===== src/rtl/pbus_pkg.sv =====
package pbus_pkg;
  typedef enum logic [3:0] {
    PH_FREE  = 4'd0,
    PH_ARB   = 4'd1,
    PH_SEL   = 4'd2,
    PH_RESEL = 4'd3,
    PH_MSGO  = 4'd4,
    PH_CMD   = 4'd5,
    PH_DOUT  = 4'd6,
    PH_DIN   = 4'd7,
    PH_STAT  = 4'd8,
    PH_MSGI  = 4'd9
  } phase_e;

  // which message-in sequence is being sent
  typedef enum logic [1:0] {
    MI_DONE  = 2'd0,
    MI_DISC  = 2'd1,
    MI_RESEL = 2'd2
  } msgi_e;

  typedef enum logic [1:0] {
    HS_IDLE = 2'd0,
    HS_REQ  = 2'd1,
    HS_LOW  = 2'd2
  } hs_e;

  localparam logic [7:0] MSG_COMPLETE = 8'h00;
  localparam logic [7:0] MSG_SAVEPTR  = 8'h02;
  localparam logic [7:0] MSG_DISCON   = 8'h04;
  localparam logic [7:0] MSG_IDENT    = 8'h80;
endpackage


===== src/rtl/pbus_id_arb.sv =====
module pbus_id_arb #(
  parameter int ID_W = 3
) (
  input  logic [(1<<ID_W)-1:0] req_vec,
  output logic [ID_W-1:0]      win,
  output logic                 any
);
  localparam int N_ID = 1 << ID_W;

  // later (higher) indices overwrite earlier ones: highest ID wins
  always_comb begin
    win = '0;
    for (int i = 0; i < N_ID; i++) begin
      if (req_vec[i]) win = ID_W'(i);
    end
  end

  assign any = |req_vec;
endmodule


===== src/rtl/pbus_strobe.sv =====
module pbus_strobe
  import pbus_pkg::*;
(
  input  logic clk,
  input  logic rst,
  input  logic start,
  input  logic ack,
  output logic req,
  output logic take,
  output logic done,
  output logic idle
);
  hs_e st;

  always_ff @(posedge clk) begin
    if (rst) begin
      st <= HS_IDLE;
    end else begin
      unique case (st)
        HS_IDLE: if (start) st <= HS_REQ;
        HS_REQ:  if (ack)   st <= HS_LOW;
        HS_LOW:  if (!ack)  st <= HS_IDLE;
        default:            st <= HS_IDLE;
      endcase
    end
  end

  assign req  = (st == HS_REQ);
  assign take = (st == HS_REQ) && ack;
  assign done = (st == HS_LOW) && !ack;
  assign idle = (st == HS_IDLE);
endmodule


===== src/rtl/pbus_cmd_store.sv =====
module pbus_cmd_store #(
  parameter int BYTE_W = 8,
  parameter int DEPTH  = 6,
  parameter int IDX_W  = $clog2(DEPTH)
) (
  input  logic                    clk,
  input  logic                    rst,
  input  logic                    we,
  input  logic [IDX_W-1:0]        idx,
  input  logic [BYTE_W-1:0]       wdata,
  output logic [DEPTH*BYTE_W-1:0] q
);
  for (genvar g = 0; g < DEPTH; g++) begin : g_byte
    always_ff @(posedge clk) begin
      if (rst)                          q[g*BYTE_W +: BYTE_W] <= '0;
      else if (we && idx == IDX_W'(g))  q[g*BYTE_W +: BYTE_W] <= wdata;
    end
  end
endmodule


===== src/rtl/pbus_phase_seq.sv =====
module pbus_phase_seq
  import pbus_pkg::*;
#(
  parameter int ID_W      = 3,
  parameter int BYTE_W    = 8,
  parameter int CMD_BYTES = 6,
  parameter int LEN_POS   = 4,   // must precede the last command byte
  parameter int DIR_POS   = 1,
  parameter int LUN_W     = 3
) (
  input  logic                             clk,
  input  logic                             rst,
  input  logic [(1<<ID_W)-1:0]             arb_req,
  input  logic [ID_W-1:0]                  sel_tgt,
  input  logic                             resel_req,
  input  logic                             disc_req,
  input  logic                             ack,
  input  logic [BYTE_W-1:0]                bus_in,
  input  logic [BYTE_W-1:0]                din,
  input  logic [BYTE_W-1:0]                status_code,
  output logic [3:0]                       phase,
  output logic                             req,
  output logic                             bus_oe,
  output logic [BYTE_W-1:0]                bus_out,
  output logic [ID_W-1:0]                  owner_id,
  output logic [ID_W-1:0]                  target_id,
  output logic [$clog2(CMD_BYTES+1)-1:0]   cmd_cnt,
  output logic [BYTE_W-1:0]                data_cnt,
  output logic [BYTE_W-1:0]                rx_byte,
  output logic                             rx_valid,
  output logic                             nexus_pending
);
  localparam int N_ID  = 1 << ID_W;
  localparam int IDX_W = $clog2(CMD_BYTES);
  localparam int CC_W  = $clog2(CMD_BYTES+1);

  phase_e ph, ph_n;
  msgi_e  mkind, mk_n;

  logic [N_ID-1:0]             arb_snap;
  logic [ID_W-1:0]             arb_win;
  logic                        arb_any;
  logic [LUN_W-1:0]            lun;
  logic [BYTE_W-1:0]           bidx;
  logic [CMD_BYTES*BYTE_W-1:0] cmd_q;
  logic [BYTE_W-1:0]           xfer_len;
  logic                        wr_dir;
  logic                        byte_ph, in_dir, out_dir, last;
  logic                        hs_take, hs_done, hs_idle;
  logic [BYTE_W-1:0]           tx_mux;
  phase_e                      data_ph;

  assign phase    = ph;
  assign xfer_len = cmd_q[LEN_POS*BYTE_W +: BYTE_W];
  assign wr_dir   = cmd_q[DIR_POS];
  assign data_ph  = wr_dir ? PH_DOUT : PH_DIN;

  assign in_dir  = (ph == PH_DIN) || (ph == PH_STAT) || (ph == PH_MSGI);
  assign out_dir = (ph == PH_MSGO) || (ph == PH_CMD) || (ph == PH_DOUT);
  assign byte_ph = in_dir || out_dir;

  pbus_id_arb #(.ID_W(ID_W)) arb_i (
    .req_vec (arb_snap),
    .win     (arb_win),
    .any     (arb_any)
  );

  pbus_strobe strobe_i (
    .clk   (clk),
    .rst   (rst),
    .start (byte_ph),
    .ack   (ack),
    .req   (req),
    .take  (hs_take),
    .done  (hs_done),
    .idle  (hs_idle)
  );

  pbus_cmd_store #(.BYTE_W(BYTE_W), .DEPTH(CMD_BYTES), .IDX_W(IDX_W)) cmd_i (
    .clk   (clk),
    .rst   (rst),
    .we    (hs_take && ph == PH_CMD),
    .idx   (bidx[IDX_W-1:0]),
    .wdata (bus_in),
    .q     (cmd_q)
  );

  // last byte of the current phase
  always_comb begin
    unique case (ph)
      PH_CMD:          last = (bidx == BYTE_W'(CMD_BYTES-1));
      PH_DIN, PH_DOUT: last = ((data_cnt + BYTE_W'(1)) == xfer_len);
      PH_MSGI:         last = (mkind == MI_DISC) ? (bidx == BYTE_W'(1)) : 1'b1;
      default:         last = 1'b1;
    endcase
  end

  // inbound byte selection
  always_comb begin
    unique case (ph)
      PH_DIN:  tx_mux = din;
      PH_STAT: tx_mux = status_code;
      PH_MSGI: begin
        unique case (mkind)
          MI_DISC:  tx_mux = (bidx == '0) ? MSG_SAVEPTR : MSG_DISCON;
          MI_RESEL: tx_mux = MSG_IDENT | BYTE_W'(lun);
          default:  tx_mux = MSG_COMPLETE;
        endcase
      end
      default: tx_mux = '0;
    endcase
  end

  // phase sequencing
  always_comb begin
    ph_n = ph;
    mk_n = mkind;
    unique case (ph)
      PH_FREE: begin
        if (nexus_pending ? resel_req : (|arb_req)) ph_n = PH_ARB;
      end
      PH_ARB:   ph_n = nexus_pending ? PH_RESEL : PH_SEL;
      PH_SEL:   ph_n = PH_MSGO;
      PH_RESEL: begin
        ph_n = PH_MSGI;
        mk_n = MI_RESEL;
      end
      PH_MSGO: if (hs_done) ph_n = PH_CMD;
      PH_CMD: begin
        if (hs_done && last) begin
          if (xfer_len == '0) begin
            ph_n = PH_STAT;
          end else if (disc_req) begin
            ph_n = PH_MSGI;
            mk_n = MI_DISC;
          end else begin
            ph_n = data_ph;
          end
        end
      end
      PH_DIN, PH_DOUT: if (hs_done && last) ph_n = PH_STAT;
      PH_STAT: begin
        if (hs_done) begin
          ph_n = PH_MSGI;
          mk_n = MI_DONE;
        end
      end
      PH_MSGI: begin
        if (hs_done && last) ph_n = (mkind == MI_RESEL) ? data_ph : PH_FREE;
      end
      default: ph_n = PH_FREE;
    endcase
  end

  always_ff @(posedge clk) begin
    if (rst) begin
      ph            <= PH_FREE;
      mkind         <= MI_DONE;
      bus_oe        <= 1'b0;
      bus_out       <= '0;
      arb_snap      <= '0;
      owner_id      <= '0;
      target_id     <= '0;
      cmd_cnt       <= '0;
      data_cnt      <= '0;
      bidx          <= '0;
      lun           <= '0;
      rx_byte       <= '0;
      rx_valid      <= 1'b0;
      nexus_pending <= 1'b0;
    end else begin
      ph     <= ph_n;
      mkind  <= mk_n;
      bus_oe <= (ph_n == PH_DIN) || (ph_n == PH_STAT) || (ph_n == PH_MSGI);

      if (ph == PH_FREE && ph_n == PH_ARB) begin
        arb_snap <= nexus_pending ? (N_ID'(1) << target_id) : arb_req;
        if (!nexus_pending) target_id <= sel_tgt;
      end
      if (ph == PH_ARB && arb_any) owner_id <= arb_win;

      if (ph == PH_SEL) begin
        cmd_cnt  <= '0;
        data_cnt <= '0;
      end
      if (ph == PH_RESEL) nexus_pending <= 1'b0;
      if (ph == PH_MSGI && hs_done && last && mkind == MI_DISC) nexus_pending <= 1'b1;

      if (hs_done) begin
        bidx <= last ? '0 : bidx + BYTE_W'(1);
        if (ph == PH_CMD) cmd_cnt <= cmd_cnt + CC_W'(1);
        if (ph == PH_DIN || ph == PH_DOUT) data_cnt <= data_cnt + BYTE_W'(1);
      end

      rx_valid <= hs_take && out_dir;
      if (hs_take && out_dir) rx_byte <= bus_in;
      if (hs_take && ph == PH_MSGO) lun <= bus_in[LUN_W-1:0];

      if (hs_idle && byte_ph) bus_out <= tx_mux;
    end
  end
endmodule


===== config.mk =====
export PLATFORM = sky130hd
export DESIGN_NAME = pbus_phase_seq
export DESIGN_NICKNAME = d
export VERILOG_FILES = /design/src/rtl/pbus_pkg.sv /design/src/rtl/pbus_id_arb.sv /design/src/rtl/pbus_strobe.sv /design/src/rtl/pbus_cmd_store.sv /design/src/rtl/pbus_phase_seq.sv
export SDC_FILE = /design/constraint.sdc
export NUM_CORES = 1
export LEC_CHECK = 0
export CELL_PAD_IN_SITES_DETAIL_PLACEMENT = 2
export CELL_PAD_IN_SITES_GLOBAL_PLACEMENT = 2
export CORE_MARGIN = 2
export CORE_UTILIZATION = 33
export DETAILED_ROUTE_END_ITERATION = 12
export DONT_BUFFER_PORTS = 1
export PLACE_DENSITY_LB_ADDON = 0.1
export SKIP_LAST_GASP = 1
export SYNTH_ARGS = -nofsm -noshare
export SYNTH_HDL_FRONTEND = slang
export SYNTH_SLANG_ARGS = --single-unit

===== constraint.sdc =====
create_clock -name clk -period 2 [get_ports clk]
set_clock_uncertainty 0.05 [all_clocks]
set_input_delay 0.2 -clock clk [delete_from_list [all_inputs] [get_ports clk]]
set_output_delay 0.2 -clock clk [all_outputs]
set_load 0.02 [all_outputs]

==> metrics.md, run 1 <==
| Metric | Value |
|---|---|
| Final hold vios | `0` |
| Core area | `10,900 sq um` |
| Worst Path Required | `between 2000 and 2500 ps` |
| Fin area | `4920 sq um` |
| Nets | `about 560` |
| ANT nets after route | `0` |
| Comb pwr share | `38.0%` |
| Area post-placement | `~4300 sq um` |
| Syn nets | `484` |
| Leakage power | `1.95 nW` |
| Seq/Total Area, Yosys | `38.9%` |
| GRT overflow | `0` |
| P&R area growth vs syn | `32.9%` |
| Crit path DAT | `2490 ps` |
| Worst hold path cell count | `2` |
| Inserted Diodes | `0` |
| Cells after Synth | `roughly 440` |
| CP Max Fanout | `6` |
| CTS Sinks | `72` |
| WHS | `13.9 ps` |
| Int Pwr | `3.13 mW` |
| CTS tree | `done` |
| Tmin final | `2270 ps` |
| Htree depth | `3` |
| Critical Path End Type | `register` |
| Final setup fails | `15` |
| RSZ-0062 raised after global routing | `true` |
| Highest Clock Rate | `~0.44 GHz` |
| Initial antenna violation count | `0` |
| WL final | `between 10,000 and 15,000 um` |
| Mean area per synthesized cell | `around 8.5 sq um` |
| Unique cell type count in the Yosys netlist | `61` |
| Reg2reg path depth | `8` |
| CTS root buffer | `clkbuf_8` |
| Max-cap violation count | `0` |
| Final worst slack | `-267 ps` |
| Synth warnings | `0` |
| CP peak stage delay | `360 ps` |
| Run status | `complete, but fails checks` |
| Synth Cell Area | `3700 sq um` |
| CTS Buffer Depth | `2` |
| VDD IR max | `just over 0.7 mV` |
| Worst Setup Start Kind | `register` |
| Post-CTS Setup Inserts | `0` |
| Vias in the first global route | `3,963` |
| Hold Crit Class | `primary input to register` |
| CTS buffer count | `9` |
| Place WS | `-355 ps` |
| Chip height | `110 um` |
| Failing checks | `negative setup slack` |
| CP cell instances | `ha_4 > xnor2_4 > xnor2_2 > a2111oi_4 > o2111ai_4 > a211o_1 > o211a_2 > a31o_1` |
| Max Slew Vio Count | `0` |
| Die area | `12,100 sq um` |
| Global Route Usage Sum | `23.3%` |
| First-pass GRT wire length | `21,000 um` |
| Critical path's slowest cell | `dfxtp_4` |
| Pwr Density | `between 1000 and 1500 nW/um^2` |
| Clock Power Share | `about a quarter` |
| Max-slew headroom | `65.7%` |
| Measured slew at the worst slew-check pin | `507 ps` |
| Clock transition at path regs | `80 ps` |
| Async SR Flop Fraction | `0%` |
| Post-synth EDFFs | `0` |
| Ports | `81` |
| Port buffer count | `0` |
| Global placement routability congestion | `between 0.8 and 0.9` |
| Seq cells post-synth | `between 70 and 80` |
| Vias per inst | `5.51` |
| Post-route DRC | `0` |
| Share of layout cells above drive strength 1 | `a little over a quarter` |
| Clk_lat worst skew | `380 ps` |
| Via count | `3,628` |
| WS Path Type | `register to register` |
| Synth Flop Type | `dfxtp_1` |
| FP Rows | `38` |
| HPWL Detailed | `~9300 um` |
| Switch share | `39.8%` |
| Period Utilization, post-route | `113%` |
| DRT Pass-1 Iters | `6` |
| Wire length per cell | `20.5 um` |
| P_sw | `2.07 mW` |
| DRT iter0 DRCs | `135` |
| Seq pwr share | `38.0%` |
| Largest net degree at the start of global routing | `61` |
| Initial Utilization | `34.0%` |
| Die W | `110 um` |
==> placed cells by master, fill, tap and decap left out, types with 4 or more instances in the layout <==
| cell | Yosys | layout |
|---|---|---|
| nor3_1 | 14 | 12 |
| clkbuf_8 | 2 | 11 |
| a311oi_1 | 5 | 4 |
| inv_1 | 8 | 8 |
| nand4_1 | 11 | 11 |
| nand2_1 | 26 | 26 |
| and3_1 | 7 | 7 |
| a22oi_1 | 9 | 9 |
| nor2_1 | 79 | 69 |
| nand3_1 | 17 | 16 |
| dfxtp_1 | 72 | 67 |
| xor2_1 | 6 | 6 |
| nor2_2 | 0 | 9 |
| ha_1 | 7 | 6 |
| a21oi_1 | 26 | 25 |
| buf_4 | 2 | 68 |
| dlygate4sd3_1 | 0 | 25 |
| o21ai_0 | 9 | 8 |
| mux2i_1 | 23 | 22 |
| nand2b_1 | 5 | 4 |
| a211oi_1 | 8 | 6 |
| xnor2_1 | 11 | 9 |
| nor4_1 | 6 | 6 |
==> per-stage QoR <==
step	instances	util (%)	power [mW]	TNS, ps
4_1_cts	659	44.1	5.15	-2440
5_1_grt	659	45.2	5.50	-4040
3_3_place_gp	617	39.2	3.71	-2490
3_5_place_dp	617	39.2	3.80	-4330
6_report	659	45.2	5.19	-2210
2_1_floorplan	437	-	3.10	-443
==> registers in the layout, indices dropped and copies added (netlist names) <==
name,cells
arb_snap,8
bidx,8
bus_oe,1
bus_out,8
cmd_cnt,3
cmd_i.q,9
data_cnt,8
lun,3
mkind,2
nexus_pending,1
owner_id,3
phase,4
rx_byte,8
rx_valid,1
strobe_i.st,2
target_id,3
==> synth_stat cells (all sizes together) (5+ instances only) <==
cell type   n  area, sq um
a22oi       9         67.6
mux2i      23          230
nor2       79          297
nand2      26         97.6
nor4        6         37.5
a311oi      5         43.8
clkbuf     21         98.9
o21ai      10         53.8
inv         9         33.8
nand3      18         95.1
a21oi      27          139
ha          7         87.6
xor2        8         85.1
xnor2      11         96.3
nand2b      5         31.3
and3        7         43.8
dfxtp      72         1440
buf         9         62.6
nand4      11         68.8
a211oi      8         60.1
nor3       15         80.1
==> worst paths after layout <==
path | from | end | slack, ps
max | data_cnt[0] | bus_oe | -270
min | status_code[5] | bus_out[5] | 10
max reg2reg | data_cnt[0] | bus_oe | -270
min reg2reg | arb_snap[0] | arb_snap[0] | 470
==> per-layer routing <==
metal / routed length (um) / global-route usage, %
met2: 6440 / 37.3
met5: 0 / 0
met1: 5990 / 30.1
met4: 267 / 8.41
met3: 807 / 5.81
==> final cells by class <==
cell class,count,area (sq um)
multi-input combinational,326,2240
inverter,9,33.8
clock buffer,11,151
tap,140,175
sequential,72,1450
clock inverter,5,53.8
timing repair buffer,96,811
fill,1194,5970
==> power groups by stage <==
stage | Clock (mW) | Sequential, mW | Combinational [mW]
finish | 1.25 | 1.97 | 1.97
global route | 1.35 | 2.01 | 2.15
CTS | 1.28 | 1.97 | 1.90
detailed placement | 0 | 2.00 | 1.80
global placement | 0 | 1.99 | 1.72
floorplan | 0 | 1.94 | 1.16
==> worst max-delay path: cells and delay by family, from the launching register on <==
| kind | cells | cell delay, ps |
|---|---|---|
| xor gates and xnor gates | 2 | 300 |
| DFF | 1 | 360 |
| AOI/OAI and AO/OA | 5 | 1260 |
| adders and majority gates | 1 | 190 |
==> what timing repair did <==
| action | 4_1_cts | 5_1_grt |
|---|---|---|
| gates resized for setup | 8 | 27 |
| hold buffers | 26 | 0 |
| pin swaps | 3 | 3 |
| endpoints found under the hold margin | 64 | 0 |
| endpoints found under the setup margin | 20 | 37 |
==> cell families (layout without fill, tap and decap cells) <==
kind of cell / Yosys count / after routing / share of synthesized area, %
and+or+nand+nor: 191 / 191 / 25.2
AOI/OAI and AO/OA: 84 / 84 / 16.5
DFF: 72 / 72 / 38.9
buffers and inverters: 39 / 121 / 5.27
muxes: 25 / 25 / 6.83
xor gates and xnor gates: 19 / 19 / 4.90
adders and majority gates: 7 / 7 / 2.37
Note: power is estimated with default switching activity, not from simulation.
==> run 2, diff against run 1 <==
--- a/config.mk
+++ b/config.mk
@@ -11,6 +11,7 @@
 export CORE_UTILIZATION = 33
 export DETAILED_ROUTE_END_ITERATION = 12
 export DONT_BUFFER_PORTS = 1
+export GPL_TIMING_DRIVEN = 0
 export PLACE_DENSITY_LB_ADDON = 0.1
 export SKIP_LAST_GASP = 1
 export SYNTH_ARGS = -nofsm -noshare
==> run 2 against run 1 <==
  * The flow still finishes with violations (negative setup slack)
  * Fmax decreased by 2.0%
  * Sequential share of layout area increased by 1.3 points
  * Wire length decreased by 4.5%
  * Utilization decreased by 1.4 points
  * Global-route usage decreased by 0.88 points
  * Critical endpoint unchanged
  * Largest cell class unchanged
  * Largest power group unchanged
==> metrics.md, run 2 (synthesis results as in run 1) <==
| Metric | Value |
|---|---|
| CP top delay family | `compound AO/OA/AOI/OAI gates` |
| Ports | `81 (unchanged)` |
| Worst Setup Start Kind | `register` |
| GRT overflow | `0 (unchanged)` |
| Global placement routability congestion | `0.795 (-6.0%)` |
| Period Utilization, post-route | `116% (+2.3 points)` |
| Tmin final | `2310 ps (+45.1 ps)` |
| Max Slew Vio Count | `0 (unchanged)` |
| Failing checks | `negative setup slack` |
| Vias in the first global route | `3,690 (-6.9%)` |
| Hold Crit Class | `primary input to register` |
| CTS Buffer Depth | `2 (unchanged)` |
| Max-cap violation count | `0 (unchanged)` |
| Share of layout cells above drive strength 1 | `20.8% (-5.6 points)` |
| CP cell instances | `ha_4 > xnor2_4 > xnor2_2 > a2111oi_4 > o2111ai_2 > buf_6 > a211o_1 > o211a_4 > a31o_1` |
| Core area | `10,900 sq um (unchanged)` |
| RSZ-0062 raised after global routing | `true` |
| DRT iter0 DRCs | `127 (-5.9%)` |
| WL final | `12,900 um (-4.5%)` |
| VDD IR max | `0.564 mV (-22%)` |
| FP Rows | `38 (unchanged)` |
| Crit path from | `data_cnt[0]` |
| Nets | `528 (-5.9%)` |
| Die area | `12,100 sq um (unchanged)` |
| Final worst slack | `-312 ps (-45.1 ps)` |
| Critical Path End Type | `register` |
| Measured slew at the worst slew-check pin | `674 ps (+167 ps)` |
| Max-slew headroom | `55.0% (-11 points)` |
| First-pass GRT wire length | `20,000 um (-4.9%)` |
| Critical path's slowest cell | `dfxtp_4` |
| Wire length per cell | `20.6 um (+0.74%)` |
| Inserted Diodes | `0 (unchanged)` |
| CTS buffer count | `9 (unchanged)` |
| Clock transition at path regs | `80 ps (about the same)` |
| Die W | `110 um (unchanged)` |
| Worst path bufs/invs | `1 (+1)` |
| Final hold vios | `0 (unchanged)` |
| Number of flip-flops under the largest register name | `9 (unchanged)` |
| CP peak stage delay | `400 ps (+40 ps)` |
| Clk_lat worst skew | `370 ps (about the same)` |
| WS Path Type | `register to register` |
| Setup TNS | `-3540 ps (-1330 ps)` |
| Largest net degree at the start of global routing | `13 (-79%)` |
| Initial Utilization | `34.0% (unchanged)` |
| Worst Path Required | `2220 ps (about the same)` |
| HPWL Detailed | `8920 um (-4.1%)` |
| Reg2reg path depth | `9 (+1)` |
| Crit path DAT | `2530 ps (+40 ps)` |
| Commonest non-fill, non-tap cell in the layout | `nor2_1` |
| Routed wl met2 | `5990 um (-7.0%)` |
| Worst hold path cell count | `4 (+2)` |
| Post-route DRC | `0 (unchanged)` |
| Pwr Density | `1120 nW/um^2 (+6.5%)` |
| CTS root buffer | `clkbuf_8` |
| Htree depth | `3 (unchanged)` |
| P&R area growth vs syn | `28.8%` |
| WL met3 | `570 um (-29%)` |
| Most frequent cells in the layout | `nor2_1, dfxtp_1, dlygate4sd3_1, nand2_1` |
| Worst path depth | `9 (+1)` |
| Hold_sp | `din[0]` |
| Vias per inst | `5.51 (about the same)` |
| ANT nets after route | `0 (unchanged)` |
| CP Max Fanout | `7 (+1)` |
| CTS Sinks | `72 (unchanged)` |
| Port buffer count | `0 (unchanged)` |
| Global Route Usage Sum | `22.4% (-0.88 points)` |
| Largest Register | `cmd_i.q` |
| Highest Clock Rate | `0.433 GHz (-2.0%)` |
| DR top layer | `met4` |
| Initial antenna violation count | `0 (unchanged)` |
| Chip height | `110 um (unchanged)` |
| DRT Pass-1 Iters | `4 (-2)` |
| Metal1 wirelength | `6180 um (+3.2%)` |
| Leakage power | `1.79 nW (-8.4%)` |
| CTS tree | `done` |
| Reg2reg start | `data_cnt[0]` |
| Design Power | `5.36 mW (+3.3%)` |
| Run status | `complete, but fails checks` |
| Final setup fails | `18 (+3)` |
| Via count | `3,443 (-5.1%)` |
-- run 2: timing repair --
action / 4_1_cts / 5_1_grt
hold buffers: 27 / 0
pin swaps: 11 / 5
cloned: 1 / 0
setup buffers: 3 / 7
hold endpoints to repair: 37 / 0
setup endpoints to repair: 66 / 46
gates resized for setup: 48 / 23
-- run 2: worst reg2reg max path, stage by stage (launching register included) --
cell and delay (ps):
dfxtp_4 400, ha_4 200, xnor2_4 130, xnor2_2 150
a2111oi_4 330, o2111ai_2 170, buf_6 170, a211o_1 280
o211a_4 150, a31o_1 180
-- run 2: report_power, final --
group | total (mW) | leakage (nW) | switching [mW] | internal, mW
clock network | 1.43 | 0.122 | 0.585 | 0.845
logic | 1.92 | 1.07 | 1.14 | 0.775
registers | 2.02 | 0.591 | 0.367 | 1.65
total | 5.36 | 1.79 | 2.10 | 3.27
-- run 2: routing by layer --
metal	global-route usage [%]	vias up
li1	-	1654
met1	30.4	1703
met2	34.3	76
met3	5.51	10
met4	7.87	0
met5	0	-
-- run 2: final timing paths --
path	end	slack, ps
worst max register to register	bus_oe	-310
worst max-delay path	bus_oe	-310
worst min-delay path	bus_out[0]	70
worst min register to register	lun[1]	460
-- run 2: layout make-up --
| class | count | area, sq um |
|---|---|---|
| Timing Repair Buffer | 37 | 353 |
| Multi-Input combinational cell | 327 | 2310 |
| Clock inverter | 4 | 72.6 |
| Clock buffer | 11 | 174 |
| Sequential cell | 72 | 1470 |
| Tap cell | 140 | 175 |
| Inverter | 9 | 33.8 |
| Buffer | 25 | 184 |
| Fill cell | 1183 | 6120 |
-- run 2: metrics by stage --
stage / utilization, % / std cells / cell area (sq um) / hold WS [ps] / setup slack (ps)
after global routing: 43.8 / 625 / 4770 / 85.5 / -427
final: 43.8 / 625 / 4770 / 74.4 / -312
after detailed placement: 35.9 / 577 / 3910 / 304 / -499
after global placement: 35.9 / 577 / 3910 / 299 / -442
after floorplan: - / 437 / 3730 / 294 / -156
after CTS: 42.7 / 619 / 4650 / 39.9 / -326
